File: src/rtl/segattr_pkg.sv
package segattr_pkg;
   // Stored attribute pair for one segment
   typedef struct packed {
      logic pref;
      logic cache;
   } seg_attr_t;

   localparam seg_attr_t SEG_ATTR_CLEAR = '{pref: 1'b0, cache: 1'b0};
endpackage

File: src/rtl/segattr_store.sv
module segattr_store
   import segattr_pkg::*;
#(
   parameter int SEG_BITS = 8,
   parameter int LOCKED   = 16
) (
   input  logic                           clk,
   input  logic                           rst_n,
   input  logic                           wr_en,
   input  logic [SEG_BITS-1:0]            wr_idx,
   input  seg_attr_t                      wr_attr,
   output seg_attr_t [(1<<SEG_BITS)-1:0]  attr_q
);
   localparam int NSEG = 1 << SEG_BITS;
   localparam logic [SEG_BITS-1:0] LOCK_IDX = SEG_BITS'(LOCKED);

   generate
      if (LOCKED > NSEG) begin : g_bad_lock
         $error("segattr_store: LOCKED exceeds segment count");
      end
      for (genvar g = 0; g < NSEG; g++) begin : g_ent
         if (g < LOCKED) begin : g_fixed
            assign attr_q[g] = SEG_ATTR_CLEAR;
         end else begin : g_reg
            seg_attr_t ent_q;
            always_ff @(posedge clk or negedge rst_n) begin
               if (!rst_n)
                  ent_q <= SEG_ATTR_CLEAR;
               else if (wr_en && wr_idx == SEG_BITS'(g))
                  ent_q <= wr_attr;
            end
            assign attr_q[g] = ent_q;
         end
      end
   endgenerate


   locked_write_chk: assert property (@(posedge clk) disable iff (!rst_n)
      (wr_en && (LOCKED > 0) && wr_idx < LOCK_IDX) |=> $stable(attr_q));


   open_write_chk: assert property (@(posedge clk) disable iff (!rst_n)
      (wr_en && wr_idx >= LOCK_IDX) |=> attr_q[$past(wr_idx)] == $past(wr_attr));
endmodule

File: src/rtl/segattr_rdmux.sv
module segattr_rdmux
   import segattr_pkg::*;
#(
   parameter int SEG_BITS  = 8,
   parameter int DATA_W    = 32,
   parameter int CACHE_BIT = 0,
   parameter int PREF_BIT  = 3
) (
   input  logic                           clk,
   input  logic                           rst_n,
   input  seg_attr_t [(1<<SEG_BITS)-1:0]  attr_q,
   input  logic [SEG_BITS-1:0]            rd_idx,
   output logic [DATA_W-1:0]              rd_data
);
   localparam logic [DATA_W-1:0] LIVE_MASK =
      (DATA_W'(1) << CACHE_BIT) | (DATA_W'(1) << PREF_BIT);

   generate
      if (CACHE_BIT == PREF_BIT || CACHE_BIT >= DATA_W || PREF_BIT >= DATA_W) begin : g_bad_bits
         $error("segattr_rdmux: attribute bit positions invalid");
      end
   endgenerate

   seg_attr_t sel;
   always_comb begin
      sel = attr_q[rd_idx];
      rd_data = '0;
      rd_data[CACHE_BIT] = sel.cache;
      rd_data[PREF_BIT]  = sel.pref;
   end


   rsvd_zero_chk: assert property (@(posedge clk) disable iff (!rst_n)
      (rd_data & ~LIVE_MASK) == '0);
endmodule

File: src/rtl/segattr_lookup.sv
module segattr_lookup
   import segattr_pkg::*;
#(
   parameter int ADDR_W   = 32,
   parameter int SEG_BITS = 8
) (
   input  seg_attr_t [(1<<SEG_BITS)-1:0]  attr_q,
   input  logic [ADDR_W-1:0]              addr,
   output logic                           cacheable,
   output logic                           prefetch
);
   generate
      if (SEG_BITS > ADDR_W || SEG_BITS < 1) begin : g_bad_seg
         $error("segattr_lookup: SEG_BITS out of range");
      end
   endgenerate

   logic [SEG_BITS-1:0] seg;
   assign seg       = addr[ADDR_W-1 -: SEG_BITS];
   assign cacheable = attr_q[seg].cache;
   assign prefetch  = attr_q[seg].pref;
endmodule

File: src/rtl/segattr_table.sv
module segattr_table
   import segattr_pkg::*;
#(
   parameter int ADDR_W    = 32,
   parameter int SEG_BITS  = 8,
   parameter int DATA_W    = 32,
   parameter int LOCKED    = 16,
   parameter int CACHE_BIT = 0,
   parameter int PREF_BIT  = 3
) (
   input  logic                clk,
   input  logic                rst_n,
   input  logic                cfg_wr,
   input  logic [SEG_BITS-1:0] cfg_idx,
   input  logic [DATA_W-1:0]   cfg_wdata,
   output logic [DATA_W-1:0]   cfg_rdata,
   input  logic [ADDR_W-1:0]   lk_addr,
   output logic                lk_cacheable,
   output logic                lk_prefetch
);
   localparam int NSEG = 1 << SEG_BITS;
   localparam logic [SEG_BITS-1:0] LOCK_IDX = SEG_BITS'(LOCKED);

   seg_attr_t [NSEG-1:0] attr_q;
   seg_attr_t            wr_attr;
   logic                 unused_bits;

   assign wr_attr.cache = cfg_wdata[CACHE_BIT];
   assign wr_attr.pref  = cfg_wdata[PREF_BIT];
   assign unused_bits   = ^{cfg_wdata, lk_addr};

   segattr_store #(.SEG_BITS(SEG_BITS), .LOCKED(LOCKED)) i_store (
      .clk(clk), .rst_n(rst_n), .wr_en(cfg_wr), .wr_idx(cfg_idx),
      .wr_attr(wr_attr), .attr_q(attr_q));

   segattr_rdmux #(.SEG_BITS(SEG_BITS), .DATA_W(DATA_W),
                   .CACHE_BIT(CACHE_BIT), .PREF_BIT(PREF_BIT)) i_rdmux (
      .clk(clk), .rst_n(rst_n), .attr_q(attr_q), .rd_idx(cfg_idx),
      .rd_data(cfg_rdata));

   segattr_lookup #(.ADDR_W(ADDR_W), .SEG_BITS(SEG_BITS)) i_lookup (
      .attr_q(attr_q), .addr(lk_addr),
      .cacheable(lk_cacheable), .prefetch(lk_prefetch));


   lookup_vs_read_chk: assert property (@(posedge clk) disable iff (!rst_n)
      (cfg_idx == lk_addr[ADDR_W-1 -: SEG_BITS]) |->
         (lk_cacheable == cfg_rdata[CACHE_BIT] && lk_prefetch == cfg_rdata[PREF_BIT]));


   locked_read_chk: assert property (@(posedge clk) disable iff (!rst_n)
      ((LOCKED > 0) && cfg_idx < LOCK_IDX) |-> cfg_rdata == '0);


   write_visible_chk: assert property (@(posedge clk) disable iff (!rst_n)
      (cfg_wr && cfg_idx >= LOCK_IDX && $stable(lk_addr) &&
       lk_addr[ADDR_W-1 -: SEG_BITS] == cfg_idx) |=>
         (lk_cacheable == $past(cfg_wdata[CACHE_BIT])));
endmodule

File: config.mk
export PLATFORM = sky130hd
export DESIGN_NAME = segattr_table
export DESIGN_NICKNAME = d
export VERILOG_FILES = /design/src/rtl/segattr_pkg.sv /design/src/rtl/segattr_store.sv /design/src/rtl/segattr_rdmux.sv /design/src/rtl/segattr_lookup.sv /design/src/rtl/segattr_table.sv
export SDC_FILE = /design/constraint.sdc
export NUM_CORES = 1
export LEC_CHECK = 0
export BUFFER_PORTS_ARGS = -buffer_cell sky130_fd_sc_hd__buf_2
export CORE_AREA = 2 2 239 241
export CTS_CLUSTER_DIAMETER = 100
export DETAILED_ROUTE_END_ITERATION = 10
export DIE_AREA = 0 0 241 243
export GPL_TIMING_DRIVEN = 1
export PLACE_DENSITY = 0.66
export SYNTH_ARGS = -nofsm -noshare
export SYNTH_HDL_FRONTEND = slang
export SYNTH_SLANG_ARGS = --single-unit
File: constraint.sdc
create_clock -name clk -period 2.8 [get_ports clk]
set_input_delay 0.42 -clock clk [delete_from_list [all_inputs] [get_ports clk]]
set_output_delay 0.42 -clock clk [all_outputs]
set_load 0.02 [all_outputs]
==> results of run 1 <==
[kinds of logic (layout without fill, tap and decap cells)]
family                 count (synthesis)  in the layout  synth area share
other                                  1             31          0.000135
AOI/OAI and AO/OA                    122            122            0.0346
muxes                                813            813             0.412
and+or+nand+nor                      445            445            0.0730
buffers and inverters                215            524            0.0474
DFF                                  480            480             0.433
[critical path, stage by stage (launching register included)]
cell and delay [ns]:
dfrtp_1 0.39, mux4_2 0.52, mux4_2 0.54, a22oi_2 0.27, o311a_4 0.27, nand4b_1 0.19, buf_4 0.22
[power groups by stage]
stage,combinational (mW),sequential [mW],clock [mW]
6_report,2.47,7.54,7.82
5_1_grt,2.58,7.58,8.19
4_1_cts,2.40,7.54,7.90
3_5_place_dp,2.33,7.66,0
3_3_place_gp,2.29,7.64,0
2_1_floorplan,1.38,7.55,0
[routing by layer]
metal	share of wire	up-vias	global-route usage
met1	0.39	10661	0.428
met5	0	-	0
met3	0.094	274	0.0752
met2	0.46	1021	0.486
li1	-	8386	-
met4	0.055	0	0.163
[worst paths after layout]
| kind | endpoint | slack, ns |
|---|---|---|
| max | cfg_rdata[3] | -0.63 |
| min | i_store.attr_q[192]$_DFFE_PN0P_ | 0.35 |
| max reg2reg | i_store.attr_q[97]$_DFFE_PN0P_ | 1.78 |
| min reg2reg | i_store.attr_q[461]$_DFFE_PN0P_ | 0.52 |
| max in group asynchronous | i_store.attr_q[365]$_DFFE_PN0P_ | 1.52 |
| min in group asynchronous | i_store.attr_q[245]$_DFFE_PN0P_ | 0.40 |
[metrics by stage]
step	TNS (ns)	hold WS, ns	total power, mW	setup slack [ns]
after floorplan	0	0.124	8.93	0.00508
after detailed placement	-7.38	0.469	9.99	-0.938
after global routing	-2.46	0.371	18.4	-0.659
after CTS	-2.42	0.344	17.8	-0.688
after global placement	-5.87	0.465	9.93	-0.945
final	-2.35	0.351	17.8	-0.633
[final cells by class]
class	instances	area share
Multi-Input combinational cell	1410	0.441
Sequential cell	480	0.358
Timing Repair Buffer	416	0.113
Clock buffer	74	0.0477
Tap cell	756	0.0282
Clock inverter	28	0.0110
Inverter	6	0.000671
Antenna cell	1	0.0000746
[timing repair]
| action | in CTS | in global routing |
|---|---|---|
| endpoints found under the hold margin | 63 | 0 |
| setup endpoints to repair | 4 | 4 |
| cloned | 1 | 1 |
| pin swaps | 15 | 15 |
| gates resized for setup | 44 | 27 |
| buffers inserted | 6 | 5 |
| hold buffers | 1 | 0 |
[placed cells by master, fill, tap and decap left out, drive strengths merged, types with 11 or more instances in the layout]
| cell | instances |
|---|---|
| nand3 | 19 |
| a21oi | 11 |
| nor2b | 11 |
| nor2 | 184 |
| buf | 412 |
| nand2 | 133 |
| clkinv | 13 |
| mux2i | 122 |
| dfrtp | 480 |
| a221oi | 19 |
| a22oi | 27 |
| nor3 | 27 |
| mux4 | 205 |
| mux2 | 486 |
| conb | 30 |
| a22o | 13 |
| a211oi | 17 |
| nand2b | 13 |
| clkbuf | 76 |
==> results.tsv, run 1 <==
stage	metric	value	unit
floorplan	initial_core_util	0.495	
yosys	synthTopCellsByCount	mux2_2, dfrtp_1, nor2_1, mux4_2, nand2_1	
drt	final_antenna_net_count	0	
run_status	status	finished, violations left	
worst_setup_path	startpoint	i_store.attr_q[319]$_DFFE_PN0P_	
global_routing	grt_first_pass_wirelength	138000	um
worst_setup_path	cp_max_fo	2	
clocking	cts_buffer_depth	3	
layout	seqCellArea	12000	sq um
placed_design	dp.cells	3056	
yosys	synth_seq_cells	480	
yosys	synthArstFlopShare	1.00	
layout	layout-drive-gt1-share	0.514	
sta	min_period	3.43	ns
clocking	cts_sinks	480	
power	internal-power	13.2	mW
worst_setup_path	crit_arrival	3.01	ns
sta	fin_worst_skew	0	ns
drt	firstDrtPassIters	5	
floorplan	io_pins	109	
yosys	yosysWarnings	0	
worst_setup_path	r2r.worst_path.cells	3	
power	leakage	15.5	nW
power	clock_power_share	0.439	
floorplan	dieWidth	241	um
power	pwr-share-comb	0.138	
clocking	cts_buffers	54	
layout	syn2layout_area_growth	21.1	%
yosys	yosysSeqAreaShare	0.433	
power	vdd_ir_drop_max	448	uV
yosys	synth.top_cell.area_share	0.433	
flow_run	maxCapViolations	0	
clocking	cts_tree	built	
clocking	cts_root_buffer	clkbuf_16	
drt	vias	20342	
layout	finalNetCount	2443	
clocking	worstSkewPairLatency	0.62	ns
global_routing	grt_max_degree	82	
layout	final_util	0.600	
global_routing	grt_pass1_vias	21278	
worst_setup_path	startpoint_type	flop	
worst_setup_path	path_class	flop to output port	
sta	finalMaxSlewViolations	0	
worst_setup_path	rr_startpoint	i_store.attr_q[97]$_DFFE_PN0P_	
power	p_seq_frac	0.423	
drt	drt-wirelength-per-cell	29.1	um
global_routing	antenna_found_initial	1	
yosys	synth_most_common_cell	mux2_2	
worst_setup_path	end_kind	output port	
power	powerDensity	532	nW/um^2
yosys	ys.flop_type	dfrtp_1	
sta	hold_viol	0	
layout	multiInputGateArea	14800	sq um
yosys	synth_cell_types	71	
yosys	synth_edf_count	0	
placed_design	placed_area	31100	sq um
floorplan	rows	87	
clocking	clk_pin_slew	0.06	ns
layout	fin_cells	3171	
yosys	syn_avg_cell_area	13.3	sq um
yosys	synthTopCellsByArea	dfrtp_1, mux2_2, mux4_2, mux2i_1, nor2_1	
hold_path	hp-class	primary input to flop	
drt	dr.first_iter.drc_count	1808	
yosys	yosysTopAreaCell	dfrtp_1	
sta	finalCritPeriodShare	1.23	
drt	drc	0	
placed_design	hpwlAfterDp	64400	um
global_routing	overflow	0	
yosys	syn_area	27700	sq um
sta	tightest_slew	0.813	ns
sta	worst_slack	-0.633	ns
power	p_sw_frac	0.260	
layout	finalInstanceArea	33500	sq um
floorplan	die_area	58600	sq um
sta	max_freq	0.291	GHz
global_routing	grtUsageTotal	0.319	
placed_design	io_buffers	24	
drt	wirelength	92200	um
sta	rsz0062_at_grt	true	
floorplan	fp.coreArea	56000	sq um
sta	slew_headroom	0.455	
layout	num-fill-cells	4399	
floorplan	dieHeight	243	um
run_status	violations	setup timing	
power	switchingPower	4.64	mW
hold_path	hold_depth	2	
yosys	syn_inst	2076	
hold_path	min-delay-start	cfg_wdata[0]	
placed_design	gp_congestion	0.981	
clocking	htree_levels	2	
worst_setup_path	critical_path_required	2.38	ns
drt	routed_via_density	6.42	
layout	largest_reg_flops	480	
sta	setup_viol_count_final	4	
Note: power is estimated with default switching activity, not from simulation.
==> run 2, diff against run 1 <==
--- a/config.mk
+++ b/config.mk
@@ -5,13 +5,15 @@
 export SDC_FILE = /design/constraint.sdc
 export NUM_CORES = 1
 export LEC_CHECK = 0
+export ABC_AREA = 1
 export BUFFER_PORTS_ARGS = -buffer_cell sky130_fd_sc_hd__buf_2
-export CORE_AREA = 2 2 239 241
+export CORE_AREA = 2 2 241 243
 export CTS_CLUSTER_DIAMETER = 100
 export DETAILED_ROUTE_END_ITERATION = 10
-export DIE_AREA = 0 0 241 243
+export DIE_AREA = 0 0 243 245
 export GPL_TIMING_DRIVEN = 1
 export PLACE_DENSITY = 0.66
+export RECOVER_POWER = 100
 export SYNTH_ARGS = -nofsm -noshare
 export SYNTH_HDL_FRONTEND = slang
 export SYNTH_SLANG_ARGS = --single-unit
==> run 2 against run 1 <==
Against the previous run:
- the run ends with capacitance limit, slew limit left
- flip-flop and latch count is the same
- clock power grew 0.6%
- core utilization shrank 2.6 points
- highest routed layer is now met5
- sequential share of layout area grew 0.91 points
- largest cell class unchanged
- die area grew 1.7%
- non-clock buffer count shrank 149
- critical path type unchanged
- cell area shrank 2.5%
- global-route usage grew 2.1 points
- combinational power is essentially flat
- hold slack lost 0.064 ns
- fmax grew 24%
==> results.tsv, run 2 <==
stage	metric	value	unit	change
run_status	status	finished, violations left		
run_status	violations	capacitance limit, slew limit		
sta	hold_viol	0		unchanged
layout	syn2layout_area_growth	16.3	%	
global_routing	grtUsageTotal	0.341		+0.0214
sta	worst_slack	0.0355	ns	+0.669 ns
sta	fin_worst_skew	0	ns	unchanged
clocking	cts_tree	built		
floorplan	dieWidth	243	um	+0.83%
yosys	synth_top_family_by_area	simple AND/OR/NAND/NOR gates		
yosys	synth.top_cell.area_share	0.427		-0.00655
global_routing	grt_max_degree	92		+12%
global_routing	use_met2	0.523		+0.0371
layout	largest_reg_flops	480		unchanged
yosys	synthSimpleGateAreaFrac	0.357		+0.284
floorplan	initial_core_util	0.493		-0.00195
yosys	synth_cell_types	32		-55%
yosys	syn_avg_cell_area	6.69	sq um	-50%
layout	final_cell_mix	nand2_1, o21ai_0, dfrtp_1		
sta	finalMaxSlewViolations	50		+50
floorplan	fp.coreArea	57000	sq um	+1.9%
worst_setup_path	end_kind	output port		
layout	num-fill-cells	5542		+26%
flow_run	maxCapViolations	1		+1
drt	dr.first_iter.drc_count	3790		+110%
clocking	cts_buffer_depth	3		unchanged
drt	drt-wirelength-per-cell	20.1	um	-31%
worst_setup_path	startpoint_type	flop		
drt	drc	0		unchanged
drt	firstDrtPassIters	7		+2
global_routing	grt_util_met3	0.0756		+0.000379
sta	rsz0062_at_grt	true		
yosys	synth_adder_area_share	0		unchanged
sta	max_freq	0.362	GHz	+24%
yosys	synthTopCellsByArea	dfrtp_1, nand2_1, o21ai_0, nand3_1, inv_1		
clocking	cts_buffers	55		+1.9%
yosys	synth_edf_count	0		unchanged
placed_design	dpl_worst_slack	-0.200	ns	+0.739 ns
yosys	syn_inst	4206		+100%
placed_design	io_buffers	24		unchanged
sta	setup_viol_count_final	0		-4
yosys	yosysSeqAreaShare	0.427		-0.00655
layout	final_util	0.574		-0.0260
floorplan	rows	88		+1.1%
power	vdd_ir_drop_max	497	uV	+11%
sta	setup_tns	0	ns	+2.35 ns
sta	finalCritPeriodShare	0.987		-0.239
worst_setup_path	critical_path_required	2.38	ns	about the same
clocking	htree_levels	2		unchanged
sta	min_period	2.76	ns	-0.669 ns
yosys	ys.flop_type	dfrtp_1		
layout	layout-drive-gt1-share	0.101		-0.412
global_routing	gr-usage-met1	0.463		+0.0354
yosys	synth_most_common_cell	nand2_1		
global_routing	grt_first_pass_wirelength	157000	um	+14%
clocking	clk_pin_slew	0.07	ns	about the same
yosys	yosysTopAreaCell	dfrtp_1		
yosys	synthTopCellsByCount	nand2_1, o21ai_0, dfrtp_1, nand3_1, inv_1		
global_routing	grt_pass1_vias	26500		+25%
yosys	synth_mux_area_frac	0		-0.412
yosys	synthArstFlopShare	1.00		unchanged
global_routing	antenna_found_initial	2		+1
floorplan	io_pins	109		unchanged
worst_setup_path	path_class	flop to output port		
drt	final_antenna_net_count	0		unchanged
yosys	synth_seq_cells	480		unchanged
layout	finalNetCount	4345		+78%
drt	wirelength	102000	um	+11%
placed_design	gp_congestion	0.942		-4.0%
yosys	syn_area	28100	sq um	+1.5%
worst_setup_path	cp_max_fo	2		unchanged
power	finalPower	17.9	mW	+0.34%
sta	tightest_slew	1.60	ns	+0.787 ns
global_routing	overflow	0		unchanged
drt	vias	28538		+40%
floorplan	dieHeight	245	um	+0.82%
yosys	yosysWarnings	0		unchanged
placed_design	hpwlAfterDp	66500	um	+3.2%
power	powerDensity	547	nW/um^2	+2.9%
hold_path	hp-class	primary input to flop		
clocking	cts_sinks	480		unchanged
drt	routed_via_density	5.62		-12%
sta	slew_headroom	-0.0664		-0.521
worst_setup_path	crit_arrival	2.34	ns	-0.67 ns
floorplan	die_area	59500	sq um	+1.7%
clocking	cts_root_buffer	clkbuf_16		
yosys	synthXorXnorAreaFrac	0		unchanged
power	leakage	15.0	nW	-3.1%
layout	final_common_cell	nand2_1		
clocking	worstSkewPairLatency	0.63	ns	about the same
yosys	synth-compound-area-share	0.136		+0.102
global_routing	grt-busiest-layer	met2		
==> run 2: kinds of logic after synthesis <==
| kind of cell | count (synthesis) |
|---|---|
| buf+inv | 491 |
| compound gates | 748 |
| other cells | 1 |
| flops | 480 |
| simple gates | 2486 |
==> run 2: cell type report <==
class / count / area [sq um] / share of cell area
Clock buffer: 78 / 1620 / 0.0494
Inverter: 202 / 786 / 0.0240
Tap cell: 765 / 957 / 0.0293
Sequential cell: 480 / 12000 / 0.367
Antenna cell: 1 / 2.50 / 0.0000765
Clock inverter: 22 / 328 / 0.0100
Multi-Input combinational cell: 3264 / 14200 / 0.434
Timing Repair Buffer: 267 / 2810 / 0.0859
==> run 2: stage by stage <==
step / cells / hold slack [ns] / area [sq um]
after floorplan: 4235 / 0.124 / 28200
after global routing: 5079 / 0.278 / 32700
after CTS: 5064 / 0.263 / 32500
final: 5079 / 0.287 / 32700
after detailed placement: 4963 / 0.401 / 30500
after global placement: 4963 / 0.404 / 30500
==> run 2: path summary, 6_finish.rpt <==
path | from | end | slack [ns] | cells after the start
worst max-delay path | i_store.attr_q[166]$_DFFE_PN0P_ | cfg_rdata[0] | 0.04 | 11
worst max register to register | i_store.attr_q[327]$_DFFE_PN0P_ | i_store.attr_q[327]$_DFFE_PN0P_ | 2.00 | 3
min in group asynchronous | rst_n | i_store.attr_q[297]$_DFFE_PN0P_ | 0.76 | 2
worst min register to register | i_store.attr_q[392]$_DFFE_PN0P_ | i_store.attr_q[392]$_DFFE_PN0P_ | 0.48 | 2
max in group asynchronous | rst_n | i_store.attr_q[214]$_DFFE_PN0P_ | 0.31 | 3
worst min-delay path | cfg_wdata[3] | i_store.attr_q[201]$_DFFE_PN0P_ | 0.29 | 3
==> run 2: layer usage <==
layer,up-vias,wire [um]
li1,13573,-
met1,13222,42300
met2,1429,44600
met3,312,10600
met4,2,4740
met5,-,13
==> run 2: critical path, cell delays in order (launching register included) <==
cell and delay (ns):
dfrtp_1 0.39, inv_2 0.07, nor2_1 0.04, a21oi_1 0.16
nand2_1 0.08, nand2_1 0.07, nand2_2 0.07, o21ai_4 0.27
nand3_2 0.13, nor2_2 0.11, nand3_2 0.15, buf_6 0.17
==> run 2: power by group <==
part           switching [mW]  internal (mW)  total, mW
clock                    3.13           4.73       7.87
sequential              0.269           7.28       7.55
combinational            1.67          0.808       2.47
total                    5.07           12.8       17.9
==> run 2: timing repair <==
item | 4_1_cts | 5_1_grt
gates cloned | 0 | 1
resized for setup | 26 | 56
hold buffers | 1 | 0
pin swaps | 11 | 39
setup buffers | 0 | 13
endpoints found under the setup margin | 4 | 4
hold endpoints to repair | 40 | 0
